[config.mk]
export PLATFORM = sky130hd
export DESIGN_NAME = nib_alu_core
export DESIGN_NICKNAME = d
export VERILOG_FILES = /design/src/rtl/nib_alu_pkg.sv /design/src/rtl/nib_alu_opsel.sv /design/src/rtl/nib_alu_adder.sv /design/src/rtl/nib_alu_shift.sv /design/src/rtl/nib_alu_flags.sv /design/src/rtl/nib_alu_core.sv
export SDC_FILE = /design/constraint.sdc
export NUM_CORES = 1
export LEC_CHECK = 0
export ABC_AREA = 1
export BUFFER_PORTS_ARGS = -buffer_cell sky130_fd_sc_hd__buf_2
export CAP_MARGIN = 40
export CORE_MARGIN = 4
export CORE_UTILIZATION = 40
export DETAILED_ROUTE_END_ITERATION = 7
export PLACE_DENSITY = 0.75
export SYNTH_ARGS = -nofsm -noshare
export SYNTH_HDL_FRONTEND = slang
export SYNTH_HIERARCHICAL = 1
export SYNTH_SLANG_ARGS = --single-unit
[constraint.sdc]
create_clock -name clk -period 6.45 [get_ports clk]
set_input_delay 0.3225 -clock clk [delete_from_list [all_inputs] [get_ports clk]]
set_output_delay 0.3225 -clock clk [all_outputs]
set_load 0.005 [all_outputs]
[src/rtl/nib_alu_pkg.sv]
package nib_alu_pkg;
   localparam logic [3:0] OP_ADD   = 4'd0;
   localparam logic [3:0] OP_ADC   = 4'd1;
   localparam logic [3:0] OP_SUB   = 4'd2;
   localparam logic [3:0] OP_SBB   = 4'd3;
   localparam logic [3:0] OP_CMP   = 4'd4;
   localparam logic [3:0] OP_NEG   = 4'd5;
   localparam logic [3:0] OP_OR    = 4'd6;
   localparam logic [3:0] OP_XOR   = 4'd7;
   localparam logic [3:0] OP_AND   = 4'd8;
   localparam logic [3:0] OP_NOT   = 4'd9;
   localparam logic [3:0] OP_LOAD  = 4'd10;
   localparam logic [3:0] OP_PASSA = 4'd11;

   localparam int FL_C = 0;
   localparam int FL_S = 1;
   localparam int FL_Z = 2;
   localparam int FL_V = 3;

   localparam logic [1:0] SH_PASS  = 2'd0;
   localparam logic [1:0] SH_RIGHT = 2'd1;
   localparam logic [1:0] SH_LEFT  = 2'd2;
   localparam logic [1:0] SH_ZERO  = 2'd3;

   typedef enum logic [1:0] {CLS_ARITH, CLS_LOGIC, CLS_MOVE} op_class_e;

   function automatic op_class_e class_of(logic [3:0] op);
      if (op <= OP_NEG)      return CLS_ARITH;
      else if (op <= OP_NOT) return CLS_LOGIC;
      else                   return CLS_MOVE;
   endfunction
endpackage

[src/rtl/nib_alu_opsel.sv]
module nib_alu_opsel #(
   parameter int DW = 4
) (
   input  logic [1:0]    sel_i,
   input  logic [DW-1:0] breg_i,
   input  logic [DW-1:0] dmem_i,
   input  logic [DW-1:0] imm_i,
   output logic [DW-1:0] opnd_o
);
   localparam logic [DW-1:0] ONE = DW'(1);

   always_comb begin
      unique case (sel_i)
         2'd0:    opnd_o = breg_i;
         2'd1:    opnd_o = ONE;
         2'd2:    opnd_o = dmem_i;
         default: opnd_o = imm_i;
      endcase
   end
endmodule

[src/rtl/nib_alu_adder.sv]
module nib_alu_adder #(
   parameter int DW     = 4,
   parameter bit RIPPLE = 1'b1
) (
   input  logic [DW-1:0] a_i,
   input  logic [DW-1:0] b_i,
   input  logic          cin_i,
   output logic [DW-1:0] sum_o,
   output logic          cout_o,
   output logic          ovf_o
);
   localparam int MSB = DW - 1;

   generate
      if (RIPPLE) begin : g_ripple
         logic [DW:0] cy;
         assign cy[0] = cin_i;
         for (genvar i = 0; i < DW; i++) begin : g_bit
            assign sum_o[i] = a_i[i] ^ b_i[i] ^ cy[i];
            assign cy[i+1]  = (a_i[i] & b_i[i]) | (cy[i] & (a_i[i] ^ b_i[i]));
         end
         assign cout_o = cy[DW];
      end else begin : g_behav
         logic [DW:0] wide;
         assign wide   = {1'b0, a_i} + {1'b0, b_i} + {{DW{1'b0}}, cin_i};
         assign sum_o  = wide[MSB:0];
         assign cout_o = wide[DW];
      end
   endgenerate

   assign ovf_o = (a_i[MSB] == b_i[MSB]) && (sum_o[MSB] != a_i[MSB]);
endmodule

[src/rtl/nib_alu_shift.sv]
module nib_alu_shift #(
   parameter int DW = 4
) (
   input  logic [DW-1:0] d_i,
   input  logic [1:0]    code_i,
   output logic [DW-1:0] q_o,
   output logic          moved_o,
   output logic          out_bit_o
);
   import nib_alu_pkg::*;
   localparam int MSB = DW - 1;

   always_comb begin
      q_o       = d_i;
      moved_o   = 1'b0;
      out_bit_o = 1'b0;
      unique case (code_i)
         SH_RIGHT: begin
            q_o       = {1'b0, d_i[MSB:1]};
            moved_o   = 1'b1;
            out_bit_o = d_i[0];
         end
         SH_LEFT: begin
            q_o       = {d_i[MSB-1:0], 1'b0};
            moved_o   = 1'b1;
            out_bit_o = d_i[MSB];
         end
         SH_ZERO: q_o = '0;
         default: q_o = d_i;
      endcase
   end
endmodule

[src/rtl/nib_alu_flags.sv]
module nib_alu_flags #(
   parameter int DW = 4
) (
   input  logic                   clk,
   input  logic                   rst_n,
   input  nib_alu_pkg::op_class_e cls_i,
   input  logic                   moved_i,
   input  logic                   out_bit_i,
   input  logic                   add_c_i,
   input  logic                   add_v_i,
   input  logic [DW-1:0]          res_i,
   output logic [3:0]             flags_o
);
   import nib_alu_pkg::*;
   logic [3:0] nxt;

   always_comb begin
      nxt = flags_o;
      if (cls_i != CLS_MOVE || moved_i) begin
         nxt[FL_S] = res_i[DW-1];
         nxt[FL_Z] = (res_i == '0);
      end
      if (moved_i)                nxt[FL_C] = out_bit_i;
      else if (cls_i == CLS_ARITH) nxt[FL_C] = add_c_i;
      if (cls_i == CLS_ARITH)     nxt[FL_V] = add_v_i;
   end

   always_ff @(posedge clk or negedge rst_n) begin
      if (!rst_n) flags_o <= '0;
      else        flags_o <= nxt;
   end
endmodule

[src/rtl/nib_alu_core.sv]
module nib_alu_core #(
   parameter int DW     = 4,
   parameter bit RIPPLE = 1'b1
) (
   input  logic          clk,
   input  logic          rst_n,
   input  logic [3:0]    op_i,
   input  logic [1:0]    src_sel_i,
   input  logic [1:0]    shf_i,
   input  logic [DW-1:0] acc_i,
   input  logic [DW-1:0] breg_i,
   input  logic [DW-1:0] dmem_i,
   input  logic [DW-1:0] imm_i,
   output logic [DW-1:0] result_o,
   output logic          res_we_o,
   output logic [3:0]    flags_o
);
   import nib_alu_pkg::*;

   generate
      if (DW < 2) begin : g_bad_width
         $error("nib_alu_core: DW must be at least 2");
      end
   endgenerate

   op_class_e     cls;
   logic [DW-1:0] opnd, add_a, add_b, add_sum, logic_res, alu_res;
   logic          add_cin, add_cout, add_ovf, borrow_mode, moved, out_bit;

   nib_alu_opsel #(.DW(DW)) u_opsel (
      .sel_i(src_sel_i), .breg_i(breg_i), .dmem_i(dmem_i),
      .imm_i(imm_i), .opnd_o(opnd)
   );

   always_comb begin
      add_a       = acc_i;
      add_b       = opnd;
      add_cin     = 1'b0;
      borrow_mode = 1'b0;
      unique case (op_i)
         OP_ADC: add_cin = flags_o[FL_C];
         OP_SUB, OP_CMP: begin
            add_b       = ~opnd;
            add_cin     = 1'b1;
            borrow_mode = 1'b1;
         end
         OP_SBB: begin
            add_b       = ~opnd;
            add_cin     = ~flags_o[FL_C];
            borrow_mode = 1'b1;
         end
         OP_NEG:  add_a = ~acc_i;
         default: add_a = acc_i;
      endcase
   end

   nib_alu_adder #(.DW(DW), .RIPPLE(RIPPLE)) u_adder (
      .a_i(add_a), .b_i(add_b), .cin_i(add_cin),
      .sum_o(add_sum), .cout_o(add_cout), .ovf_o(add_ovf)
   );

   always_comb begin
      unique case (op_i)
         OP_OR:   logic_res = acc_i | opnd;
         OP_XOR:  logic_res = acc_i ^ opnd;
         OP_AND:  logic_res = acc_i & opnd;
         OP_NOT:  logic_res = ~acc_i;
         OP_LOAD: logic_res = opnd;
         default: logic_res = acc_i;
      endcase
   end

   assign cls     = class_of(op_i);
   assign alu_res = (cls == CLS_ARITH) ? add_sum : logic_res;

   nib_alu_shift #(.DW(DW)) u_shift (
      .d_i(alu_res), .code_i(shf_i), .q_o(result_o),
      .moved_o(moved), .out_bit_o(out_bit)
   );

   nib_alu_flags #(.DW(DW)) u_flags (
      .clk(clk), .rst_n(rst_n), .cls_i(cls), .moved_i(moved),
      .out_bit_i(out_bit), .add_c_i(add_cout ^ borrow_mode),
      .add_v_i(add_ovf), .res_i(result_o), .flags_o(flags_o)
   );

   assign res_we_o = (op_i != OP_CMP);
endmodule

; After elaboration in Yosys (flattened, before gate mapping)
; Cells that the tools add are included.
[word_totals]
output_inout_bits = 9
ff_bits = 4
[op_classes]
bitwise_logic = 27
n_eq_ne = 19
magnitude_cmp = 2
n_reduce_logical = 9
n_mux = 14
[op_table]
columns = cell, n
row1 = $pmux W4 S3, 2
row2 = $pmux W4 S5, 1
row3 = $eq A4 B3 Y1 const B, 4
row4 = $eq A4 B4 Y1 const B, 3
row5 = $mux W4, 3
row6 = $xor A1 B1 Y1, 9
row7 = $and A1 B1 Y1, 8
row8 = $eq A4 B2 Y1 const B, 2
row9 = $not A4 Y4, 2
row10 = $eq A2 B2 Y1 const B, 3
row11 = $and A4 B4 Y4, 1
row12 = $eq A2 B1 Y1 const B, 2
row13 = $eq A4 B1 Y1 const B, 1
row14 = $le A4 B3 Y1 const B, 1
row15 = $le A4 B4 Y1 const B, 1
row16 = $logic_not A2 Y1, 2
row17 = $logic_not A4 Y1, 1
row18 = $mux W1, 4
row19 = $mux W2, 2
row20 = $ne A4 B3 Y1 const B, 1
row21 = $or A1 B1 Y1, 4
row22 = $or A4 B4 Y4, 1
row23 = $reduce_or A2 Y1, 2
row24 = $xor A4 B4 Y4, 1
row25 = 10 further kinds, 10

; Logic depth before layout (Yosys ltp)
; Gate-level depths: netlist (run 1).
[depth]
ltp_word = 16
mapped_depth = 23
ltp_nobuf = 23

; Hierarchy
; The synthesis (run 1) kept the hierarchy.
[by_module_without_submodules]
columns = mod, area_each_um2, instances, seq_area_each_um2, cells_per_inst
row1 = nib_alu_core, 641.9, 1, 0.0, 120
row2 = nib_alu_flags, 188.9, 1, 100.1, 25
row3 = nib_alu_adder, 148.9, 1, 0.0, 20
row4 = nib_alu_shift, 133.9, 1, 0.0, 27
row5 = nib_alu_opsel, 121.4, 1, 0.0, 22

; Worst setup path after synthesis (run 1)
; Ideal clock, no wire load.
[synth_timing]
kind = input -> output
from = in src_sel_i[1]
to = out result_o[2]
t_arrival_ns = 2.785
path_slack_ns = 3.342
stages = 20
path_cell_list = buf_12 > nor2_4 > nand2_2 > nand2_1 > nand2_1 > xor2_1 > fa_1 > inv_1 > fa_1 > inv_1 > fa_1 > inv_1 > fa_1 > inv_2 > nand2_1 > nand2_1 > nand2_1 > nand2_1 > nand2_1 > nand2_1
[synth_between]
elab_chain_cells = 14
elab_cells_between_ends = 28
classes_between = eq/ne: 2 / mux: 5 / bitwise: 20 / reduce/logical: 1
[synth_lines]
columns = element, line
row1 = from (decl), nib_alu_core.sv:8  ; input logic [1:0] src_sel_i,
row2 = "$eq A2 B2 Y1, or another cell as far along", nib_alu_opsel.sv:13  ; unique case (sel_i)
row3 = $pmux W4 S3 (*), nib_alu_opsel.sv:13
row4 = via opnd[0], nib_alu_core.sv:27  ; logic [DW-1:0] opnd, add_a, add_b, add_sum, logic_res, alu_res;
row5 = $not A4 Y4, "nib_alu_core.sv:43, nib_alu_core.sv:48"
row6 = $mux W4 (*), --
row7 = via add_b[0], nib_alu_core.sv:27
row8 = $xor A1 B1 Y1, nib_alu_adder.sv:20  ; assign cy[i+1] = (a_i[i] & b_i[i]) | (cy[i] & (a_i[i] ^ b_i[i]));
row9 = $and A1 B1 Y1, nib_alu_adder.sv:20
row10 = [2 not listed], --
row11 = $or A1 B1 Y1 (*), nib_alu_adder.sv:20
row12 = $and A1 B1 Y1 (*), nib_alu_adder.sv:20
row13 = $or A1 B1 Y1 (*), nib_alu_adder.sv:20
row14 = $xor A1 B1 Y1 (*), nib_alu_adder.sv:19  ; assign sum_o[i] = a_i[i] ^ b_i[i] ^ cy[i];
row15 = via add_sum[3], nib_alu_core.sv:27
row16 = $mux W4 (*), nib_alu_core.sv:74  ; assign alu_res = (cls == CLS_ARITH) ? add_sum : logic_res;
row17 = via alu_res[3], nib_alu_core.sv:27
row18 = $pmux W4 S3 (*), nib_alu_shift.sv:17  ; unique case (code_i)
row19 = to (decl), nib_alu_core.sv:14  ; output logic [DW-1:0] result_o,
; Mark *: on every way through the listed nets, which the timed path passes. The rest lies on a longest branch.

; Worst setup path after layout (run 1)
[layout_timing]
from = in op_i[0]
to = out result_o[2]
[layout_between]
elab_cells_between_ends = 39
classes_between = order compare: 2 / eq/ne: 10 / mux: 8 / bitwise: 16 / reduce/logical: 3
[layout_lines]
columns = element, line
row1 = from (decl), nib_alu_core.sv:7  ; input logic [3:0] op_i,
row2 = $eq A4 B3 Y1 (*), nib_alu_core.sv:40  ; unique case (op_i)
row3 = $mux W4 (*), nib_alu_core.sv:40
row4 = via add_a[0], nib_alu_core.sv:27
row5 = $xor A1 B1 Y1, nib_alu_adder.sv:20
row6 = $and A1 B1 Y1, nib_alu_adder.sv:20
row7 = $or A1 B1 Y1 (*), nib_alu_adder.sv:20
row8 = $and A1 B1 Y1 (*), nib_alu_adder.sv:20
row9 = $or A1 B1 Y1 (*), nib_alu_adder.sv:20
row10 = $and A1 B1 Y1 (*), nib_alu_adder.sv:20
row11 = $or A1 B1 Y1 (*), nib_alu_adder.sv:20
row12 = $xor A1 B1 Y1 (*), nib_alu_adder.sv:19
row13 = via add_sum[3], nib_alu_core.sv:27
row14 = $mux W4 (*), nib_alu_core.sv:74
row15 = via alu_res[3], nib_alu_core.sv:27
row16 = $pmux W4 S3 (*), nib_alu_shift.sv:17
; Marks and branches as above.

==> results of run 1 <==
-- layer usage --
layer,track usage,vias up,routed length [um]
met1,0.215,558,1450
met3,0.0195,2,145
met5,0,-,0
li1,-,729,-
met4,0.0296,0,14
met2,0.241,37,1250
-- cell type report --
cell class / count / area (um2)
fill: 303 / 1400
multi-input combinational: 165 / 950
timing repair buffer: 35 / 180
inverter: 44 / 165
sequential: 4 / 100
tap: 31 / 38.8
clock buffer: 3 / 22.5
-- power groups by stage --
stage	Combinational (mW)	Sequential [mW]	Clock, mW
after detailed placement	0.115	0.0350	0
after global placement	0.114	0.0349	0
final	0.115	0.0348	0.0290
after CTS	0.116	0.0347	0.0303
after global routing	0.136	0.0358	0.0335
after floorplan	0.0788	0.0353	0
-- cells in the mapped netlist, types with 2 or more instances --
cell | instances | share of area
dfrtp_1 | 4 | 0.081
fa_1 | 4 | 0.065
ha_1 | 12 | 0.12
inv_1 | 38 | 0.12
inv_2 | 6 | 0.018
nand2_1 | 64 | 0.19
nand2_2 | 3 | 0.015
nand3_1 | 30 | 0.12
nand4_1 | 2 | 0.010
nor2_1 | 24 | 0.073
nor2_4 | 4 | 0.036
o21ai_0 | 5 | 0.020
xor2_1 | 9 | 0.064
-- cell families (layout without fill, tap and decap cells) --
group                      after synthesis  in the layout  share of synthesized area
and+or+nand+nor                        130            130                      0.471
adders and majority gates               16             16                      0.186
AOI/OAI and AO/OA                       10             10                     0.0476
xor gates and xnor gates                 9              9                     0.0638
DFF                                      4              4                     0.0811
buffers and inverters                   45             82                      0.150
-- worst max path at each step --
stage / start / endpoint / slack, ns / cells past startpoint
2_1_floorplan: src_sel_i[1] / result_o[2] / 3.34 / 20
6_report: op_i[0] / result_o[2] / 2.86 / 20
4_1_cts: op_i[0] / result_o[2] / 2.86 / 20
5_1_grt: op_i[0] / result_o[2] / 2.59 / 20
3_5_place_dp: op_i[0] / result_o[2] / 2.87 / 20
3_3_place_gp: op_i[0] / result_o[2] / 2.91 / 20
-- what timing repair did --
| item | CTS | global route |
|---|---|---|
| endpoints found under the setup margin | 0 | 0 |
| hold endpoints to repair | 4 | 0 |
| hold buffers | 1 | 0 |
-- worst max-delay path, stage by stage --
cell and delay (ns):
buf_2 0.15, inv_1 0.06, nor2_2 0.25, nand2_1 0.21
xor2_1 0.21, fa_1 0.42, inv_1 0.07, fa_1 0.15
inv_1 0.05, fa_1 0.34, inv_1 0.07, fa_1 0.42
inv_2 0.08, nand2_1 0.05, nand2_1 0.10, nand2_1 0.06
nand2_1 0.06, nand2_1 0.04, nand2_1 0.06, buf_2 0.11
-- stage by stage --
stage / util / hold slack (ns)
2_1_floorplan: - / 0.0269
3_3_place_gp: 0.499 / 0.127
3_5_place_dp: 0.499 / 0.129
4_1_cts: 0.511 / 0.437
5_1_grt: 0.511 / 0.445
6_report: 0.511 / 0.432
==> flow_metrics.py, run 1 <==
metrics = {
    "yosys": {
        "synth-warning-count": 6,
        "synth-main-ff-cell": "dfrtp_1",
        "synth_edf_count": 0,
        "syn_avg_cell_area_um2": 5.77,
        "syn_nets": 256,
        "ys_seq_area_frac": 0.0811,
        "ys_types": 22,
        "ys_async_sr_fraction": 1.00,
        "syn_area_um2": 1230,
        "netlist_instances": 214,
        "synth_seq_cells": 4,
    },
    "final_layout": {
        "largest_register": "u_flags/flags_o",
        "layout-drive-gt1-share": 0.211,
        "largest_reg_flops": 4,
        "final_common_cell": "nand2_1",
        "nets": 295,
        "area_growth_pct": 17.9,
        "final_area_um2": 1460,
        "layoutNonFillerInstCount": 282,
        "most-common-layout-cells": "nand2_1 (64), inv_1 (38), buf_2 (34)",
        "largestRegisters": "u_flags/flags_o (4)",
        "n_antenna_cell": 0,
    },
    "sta": {
        "max_freq_mhz": 278,
        "setup_viol": 0,
        "finalSetupTns_ns": 0,
        "rsz0062_at_grt": "false",
        "clock-skew-final_ns": 0.00132,
        "maxSlewViolCount": 0,
        "finalCritPeriodShare": 0.557,
        "layout_min_cycle_time_ns": 3.59,
        "max_slew_margin": 0.745,
        "setup_slack_ns": 2.86,
        "finalHoldViolations": 0,
        "worst-slew-pin-transition_ns": 0.381,
    },
    "die": {
        "die_w_um": 63.6,
        "coreArea_um2": 2850,
        "rows": 19,
        "start_util": 0.433,
        "pin_count": 35,
        "die-area_um2": 4040,
        "die_h_um": 63.6,
    },
    "worst_setup_path": {
        "timing.rr.start": "u_flags/flags_o[0]",
        "criticalPathCategory": "in -> out",
        "end_kind": "primary output",
        "cp.arrival_ns": 3.27,
        "crit_required_ns": 6.13,
        "cp_max_fo": 6,
        "critPathLaunchType": "primary input",
        "r2r_end": "u_flags/flags_o[2]",
        "reg2reg_setup_slack_ns": 3.47,
        "rr_worst_depth": 21,
    },
    "placement": {
        "postPlaceCellArea_um2": 1420,
        "port_buffers": 34,
        "place.gp.congestion": 0.840,
        "dp_slack_ns": 2.87,
        "dp_hpwl_um": 2450,
        "placed_cells": 278,
    },
    "status": {
        "status": "completed",
    },
    "route": {
        "wirelength_um": 2870,
        "firstDrtPassIters": 4,
        "ant_nets": 0,
        "vias": 1326,
        "drc": 0,
        "route.detailed.wl_per_inst_um": 10.2,
        "drt_iter0_drc": 87,
        "vias_per_cell": 4.70,
    },
    "global_routing": {
        "grt_pass1_vias": 1202,
        "grt_pass1_wl_um": 5160,
        "antenna_found_initial": 0,
        "grt_max_degree": 10,
        "grt_util_all_layers": 0.151,
        "grt.overflow.total": 0,
    },
    "clock_network": {
        "cts.path.max_buffers": 2,
        "ctsResizeCount": 0,
        "cts_tree": "done",
        "post-cts-setup-buffers": 0,
        "cts-buffers-inserted": 3,
        "clk_pin_slew_worst_paths_ns": 0.03,
        "clkSinkCount": 4,
        "clkLatencyLatePin_ns": 0.23,
        "htree_levels": 1,
        "cts-root-buf": "clkbuf_4",
    },
    "pwr": {
        "seqPwrFrac": 0.195,
        "comb_power_share": 0.643,
        "p_int_mw": 0.0964,
        "power_density_nw_per_um2": 122,
        "power_mw": 0.178,
        "power_switching_mw": 0.0820,
        "swShare": 0.460,
        "leakage_nw": 0.902,
        "vdd.ir_drop.worst_mv": 0.0996,
        "clock_power_share": 0.162,
    },
    "run": {
        "max_cap_viol_count": 0,
    },
    "min_path": {
        "min_path_type": "in -> async",
    },
}
Note: power is estimated with default switching activity, not from simulation.
==> run 2, diff against run 1 <==
- PLACE_DENSITY: 0.75 -> 0.77
- clock period: 6.45 -> 3.28 ns (I/O delays scaled with it)
==> flow_metrics.py, run 2 (synthesis results as in run 1) <==
metrics = {
    "pwr": {
        "vdd.ir_drop.worst_mv": 0.162,
        "power_switching_mw": 0.174,
        "power_density_nw_per_um2": 248,
        "p_int_mw": 0.200,
        "leakage_nw": 0.914,
        "seqPwrFrac": 0.186,
        "swShare": 0.466,
        "clock_power_share": 0.163,
        "comb_power_share": 0.651,
    },
    "sta": {
        "clock-skew-final_ns": 0.00772,
        "maxSlewViolCount": 0,
        "max_freq_mhz": 320,
        "max_slew_margin": 0.687,
        "layout_min_cycle_time_ns": 3.13,
        "finalCritPeriodShare": 0.953,
        "rsz0062_at_grt": "true",
        "worst-slew-pin-transition_ns": 0.469,
        "finalHoldViolations": 0,
        "setup_viol": 0,
    },
    "placement": {
        "place.gp.congestion": 0.938,
        "dp_hpwl_um": 2520,
        "placed_cells": 281,
        "postPlaceCellArea_um2": 1450,
        "port_buffers": 34,
    },
    "die": {
        "die_h_um": 63.6,
        "rows": 19,
        "die-area_um2": 4040,
        "coreArea_um2": 2850,
        "die_w_um": 63.6,
        "start_util": 0.433,
        "pin_count": 35,
    },
    "run": {
        "max_cap_viol_count": 0,
    },
    "worst_setup_path": {
        "crit_required_ns": 3.12,
        "crit_buf_inv": 5,
        "cpLargestDelayFamily": "adder cells",
        "reg2reg_setup_slack_ns": 0.38,
        "cpPeakStageDelay_ns": 0.42,
        "criticalPathCategory": "reg -> out",
        "cp.arrival_ns": 2.96,
        "path_common_cell": "nand2_1",
        "rr_worst_depth": 21,
        "worstPathCellList": "nand2_1 -> o21ai_1 -> nand2_1 -> o211ai_1 -> fa_2 -> inv_2 -> fa_2 -> inv_2 -> fa_2 -> inv_2 -> fa_1 -> inv_2 -> nand2_2 -> nand2_2 -> nand2_1 -> nand2_1 -> nand2_1 -> nand2_2 -> buf_2",
        "timing.rr.start": "u_flags/flags_o[0]",
        "critPathLaunchType": "flip-flop",
        "crit_path_start": "u_flags/flags_o[0]",
        "end_kind": "primary output",
        "critical-path-slowest-cell": "dfrtp_2",
        "cp-endpoint": "result_o[2]",
        "r2r_end": "u_flags/flags_o[2]",
        "cp_max_fo": 4,
        "critical_path_depth": 19,
    },
    "final_layout": {
        "largestRegisters": "u_flags/flags_o (4)",
        "largest_reg_flops": 4,
        "most-common-layout-cells": "nand2_1 (60), inv_1 (35), buf_2 (34)",
        "nets": 299,
        "final_common_cell": "nand2_1",
        "largest_register": "u_flags/flags_o",
        "layoutNonFillerInstCount": 286,
        "n_antenna_cell": 0,
        "layout-drive-gt1-share": 0.267,
        "final_area_um2": 1510,
        "fillers": 288,
        "area_growth_pct": 21.9,
    },
    "clock_network": {
        "htree_levels": 1,
        "cts.path.max_buffers": 2,
        "cts-buffers-inserted": 3,
        "cts-root-buf": "clkbuf_4",
        "clkSinkCount": 4,
        "clkLatencyLatePin_ns": 0.24,
        "cts_tree": "done",
        "clk_pin_slew_worst_paths_ns": 0.04,
    },
    "global_routing": {
        "grt_pass1_vias": 1219,
        "grt_util_all_layers": 0.157,
        "grt.overflow.total": 0,
        "grt_max_degree": 10,
        "grt_pass1_wl_um": 5220,
        "antenna_found_initial": 0,
    },
    "route": {
        "drt_iter0_drc": 72,
        "firstDrtPassIters": 4,
        "route.detailed.wl_per_inst_um": 10.6,
        "drc": 0,
        "wirelength_um": 3030,
        "vias": 1391,
        "ant_nets": 0,
        "vias_per_cell": 4.86,
    },
    "status": {
        "status": "completed",
    },
    "min_path": {
        "min_path_type": "in -> async",
    },
}
-- run 2: cell count changes in the layout (fill, tap and decap cells not counted), sizes merged --
cell and delta:
buf +4
-- run 2: power by group through the flow --
stage	sequential, mW	combinational, mW	clock (mW)
finish	0.0697	0.243	0.0608
global route	0.0710	0.284	0.0689
CTS	0.0691	0.231	0.0632
detailed placement	0.0696	0.229	0
global placement	0.0697	0.225	0
floorplan	0.0695	0.155	0
-- run 2: what timing repair did --
| item | in CTS | in global routing |
|---|---|---|
| endpoints found under the hold margin | 4 | 0 |
| hold buffers | 1 | 0 |
| setup buffers | 0 | 1 |
| resized for setup | 0 | 12 |
| endpoints found under the setup margin | 0 | 2 |
-- run 2: final cells by class --
type                       count  area (um2)  area share
multi-input combinational    165         967       0.643
timing repair buffer          39         210       0.140
inverter                      44         165       0.110
sequential                     4         101      0.0673
tap                           31        38.8      0.0258
clock buffer                   3        22.5      0.0150
-- run 2: stage by stage --
stage / total power [mW] / hold WS, ns / setup slack [ns] / utilization / TNS (ns)
5_1_grt: 0.424 / 0.290 / -0.0537 / 0.528 / -0.0537
6_report: 0.374 / 0.296 / 0.153 / 0.528 / 0
3_3_place_gp: 0.295 / -0.0275 / 0.178 / 0.507 / 0
2_1_floorplan: 0.224 / -0.132 / 0.384 / - / 0
3_5_place_dp: 0.299 / -0.0266 / 0.114 / 0.507 / 0
4_1_cts: 0.363 / 0.254 / 0.0565 / 0.518 / 0
-- run 2: metal layers --
metal | GRT usage | vias to the layer above | wire [um] | part of all wire
met3 | 0.0337 | 2 | 226 | 0.075
met5 | 0 | - | 0 | 0
met1 | 0.216 | 599 | 1390 | 0.46
li1 | - | 738 | - | -
met2 | 0.249 | 52 | 1400 | 0.46
met4 | 0.0350 | 0 | 14 | 0.0046
-- run 2: worst min path at each step --
stage	end	depth (start not counted)	slack (ns)	start
global placement	u_flags/flags_o[1]	1	-0.03	rst_n
floorplan	u_flags/flags_o[0]	0	-0.13	rst_n
detailed placement	u_flags/flags_o[0]	1	-0.03	rst_n
global route	u_flags/flags_o[1]	2	0.29	rst_n
finish	u_flags/flags_o[1]	2	0.30	rst_n
CTS	u_flags/flags_o[1]	2	0.25	rst_n
==> run 3, diff against run 2 <==
==> constraint.sdc (replaced) <==
create_clock -name clk -period 3.28 [get_ports clk]
set_input_delay 0.82 -clock clk [delete_from_list [all_inputs] [get_ports clk]]
set_output_delay 0.82 -clock clk [all_outputs]
set_load 0.005 [all_outputs]
==> flow_metrics.py, run 3 (synthesis results as in run 1) <==
metrics = {
    "status": {
        "status": "finished, violations left",
        "violations": "negative setup slack",
    },
    "route": {
        "drc": 0,
        "wirelength_um": 3550,
        "vias": 1562,
        "firstDrtPassIters": 4,
        "vias_per_cell": 4.87,
        "route.detailed.wl_per_inst_um": 11.1,
        "ant_nets": 0,
        "drt_iter0_drc": 96,
    },
    "pwr": {
        "leakage_nw": 1.12,
        "power_density_nw_per_um2": 246,
        "vdd.ir_drop.worst_mv": 0.262,
    },
    "clock_network": {
        "clkLatencyLatePin_ns": 0.23,
        "clkSinkCount": 4,
        "hold_buffers": 0,
        "cts_tree": "done",
        "cts.path.max_buffers": 2,
        "cts-buffers-inserted": 3,
        "htree_levels": 1,
        "clk_pin_slew_worst_paths_ns": 0.04,
        "cts-root-buf": "clkbuf_4",
    },
    "sta": {
        "finalHoldViolations": 0,
        "layout_min_cycle_time_ns": 4.18,
        "holdWs_ns": 0.386,
        "worst-slew-pin-transition_ns": 0.412,
        "finalCritPeriodShare": 1.27,
        "clock-skew-final_ns": 0.00576,
        "setup_slack_ns": -0.902,
        "rsz0062_at_grt": "true",
        "setup_viol": 6,
        "maxSlewViolCount": 0,
        "max_slew_margin": 0.725,
        "max_freq_mhz": 239,
    },
    "die": {
        "start_util": 0.433,
        "die_h_um": 63.6,
        "die-area_um2": 4040,
        "pin_count": 35,
        "coreArea_um2": 2850,
        "die_w_um": 63.6,
        "rows": 19,
    },
    "final_layout": {
        "layout-drive-gt1-share": 0.428,
        "final_common_cell": "nand2_1",
        "largest_reg_flops": 4,
        "most-common-layout-cells": "nand2_1 (49), buf_4 (39), inv_1 (34)",
        "final_area_um2": 1900,
        "n_antenna_cell": 0,
        "largestRegisters": "u_flags/flags_o (4)",
        "fillers": 259,
        "nets": 334,
        "area_growth_pct": 53.9,
        "largest_register": "u_flags/flags_o",
    },
    "worst_setup_path": {
        "criticalPathCategory": "in -> out",
        "cpLargestDelayFamily": "adder cells",
        "worstPathCellList": "buf_8 -> inv_4 -> nor2_4 -> nand2_2 -> nand2_4 -> xor2_2 -> fa_2 -> inv_2 -> fa_2 -> inv_2 -> fa_2 -> inv_2 -> fa_1 -> inv_2 -> nand2_2 -> nand2_2 -> buf_4 -> nand2_2 -> nand2_2 -> buf_2",
        "path_common_cell": "nand2_2",
        "reg2reg_setup_slack_ns": 0.25,
        "crit_buf_inv": 8,
        "end_kind": "primary output",
        "cpPeakStageDelay_ns": 0.42,
        "rr_worst_depth": 23,
        "critical-path-slowest-cell": "fa_1",
        "r2r_end": "u_flags/flags_o[2]",
        "cp.arrival_ns": 3.36,
        "critPathLaunchType": "primary input",
        "timing.rr.start": "u_flags/flags_o[0]",
        "cp_max_fo": 3,
        "crit_required_ns": 2.46,
    },
    "global_routing": {
        "grt_util_all_layers": 0.178,
        "grt_pass1_vias": 1449,
        "grt_max_degree": 10,
        "grt.overflow.total": 0,
        "grt_pass1_wl_um": 5980,
        "antenna_found_initial": 0,
    },
    "placement": {
        "dp_slack_ns": -0.947,
        "dp_hpwl_um": 2790,
        "port_buffers": 34,
        "place.gp.congestion": 0.890,
        "postPlaceCellArea_um2": 1690,
    },
    "run": {
        "max_cap_viol_count": 0,
    },
    "min_path": {
        "min_path_type": "in -> async",
    },
}
-- run 3: cell types whose count changed in the layout (fill, tap and decap cells not counted), moves of 4 or more --
cell     previous run  this run
buf_2              34        28
nand2_2             7        18
nor2_1             24        19
buf_6               0         4
buf_4               4        39
nand2_1            60        49
-- run 3: how the worst max path moves through the flow --
stage,cells after the start,endpoint,startpoint
after floorplan,20,result_o[2],src_sel_i[1]
after global placement,20,result_o[2],op_i[1]
after detailed placement,19,result_o[2],op_i[1]
after CTS,20,result_o[2],op_i[2]
after global routing,21,result_o[3],op_i[0]
final,20,result_o[3],op_i[2]
-- run 3: what timing repair did --
action,CTS,global route
resized for setup,28,13
endpoints found under the setup margin,6,8
cloned,0,0
setup buffers,6,5
hold endpoints to repair,0,0
pin swaps,11,14
-- run 3: final cells by class --
type	count	area (um2)	share of cell area
Clock buffer	3	22.5	0.0118
Tap cell	31	38.8	0.0204
Multi-Input combinational cell	165	1050	0.550
Inverter	44	170	0.0895
Sequential cell	4	100	0.0527
Timing Repair Buffer	74	523	0.275
-- run 3: report_power, final --
| group | switching [mW] | leakage, nW | total, mW | internal (mW) |
|---|---|---|---|---|
| Sequential | 0.00678 | 0.0517 | 0.0679 | 0.0612 |
| Combinational | 0.180 | 1.05 | 0.341 | 0.162 |
| Clock | 0.0182 | 0.0138 | 0.0590 | 0.0408 |
-- run 3: routing by layer --
layer | vias up | share of wire | global-route usage
li1 | 803 | - | -
met1 | 709 | 0.41 | 0.217
met2 | 46 | 0.52 | 0.330
met3 | 4 | 0.060 | 0.0160
met4 | 0 | 0.010 | 0.0485
met5 | - | 0 | 0
-- run 3: per-stage QoR --
step / utilization / total power [mW] / cells / TNS, ns
detailed placement: 0.594 / 0.351 / 310 / -3.52
floorplan: - / 0.231 / 214 / -1.89
finish: 0.666 / 0.468 / 321 / -2.92
global placement: 0.594 / 0.345 / 310 / -3.24
CTS: 0.641 / 0.439 / 317 / -2.48
global route: 0.666 / 0.519 / 321 / -3.98
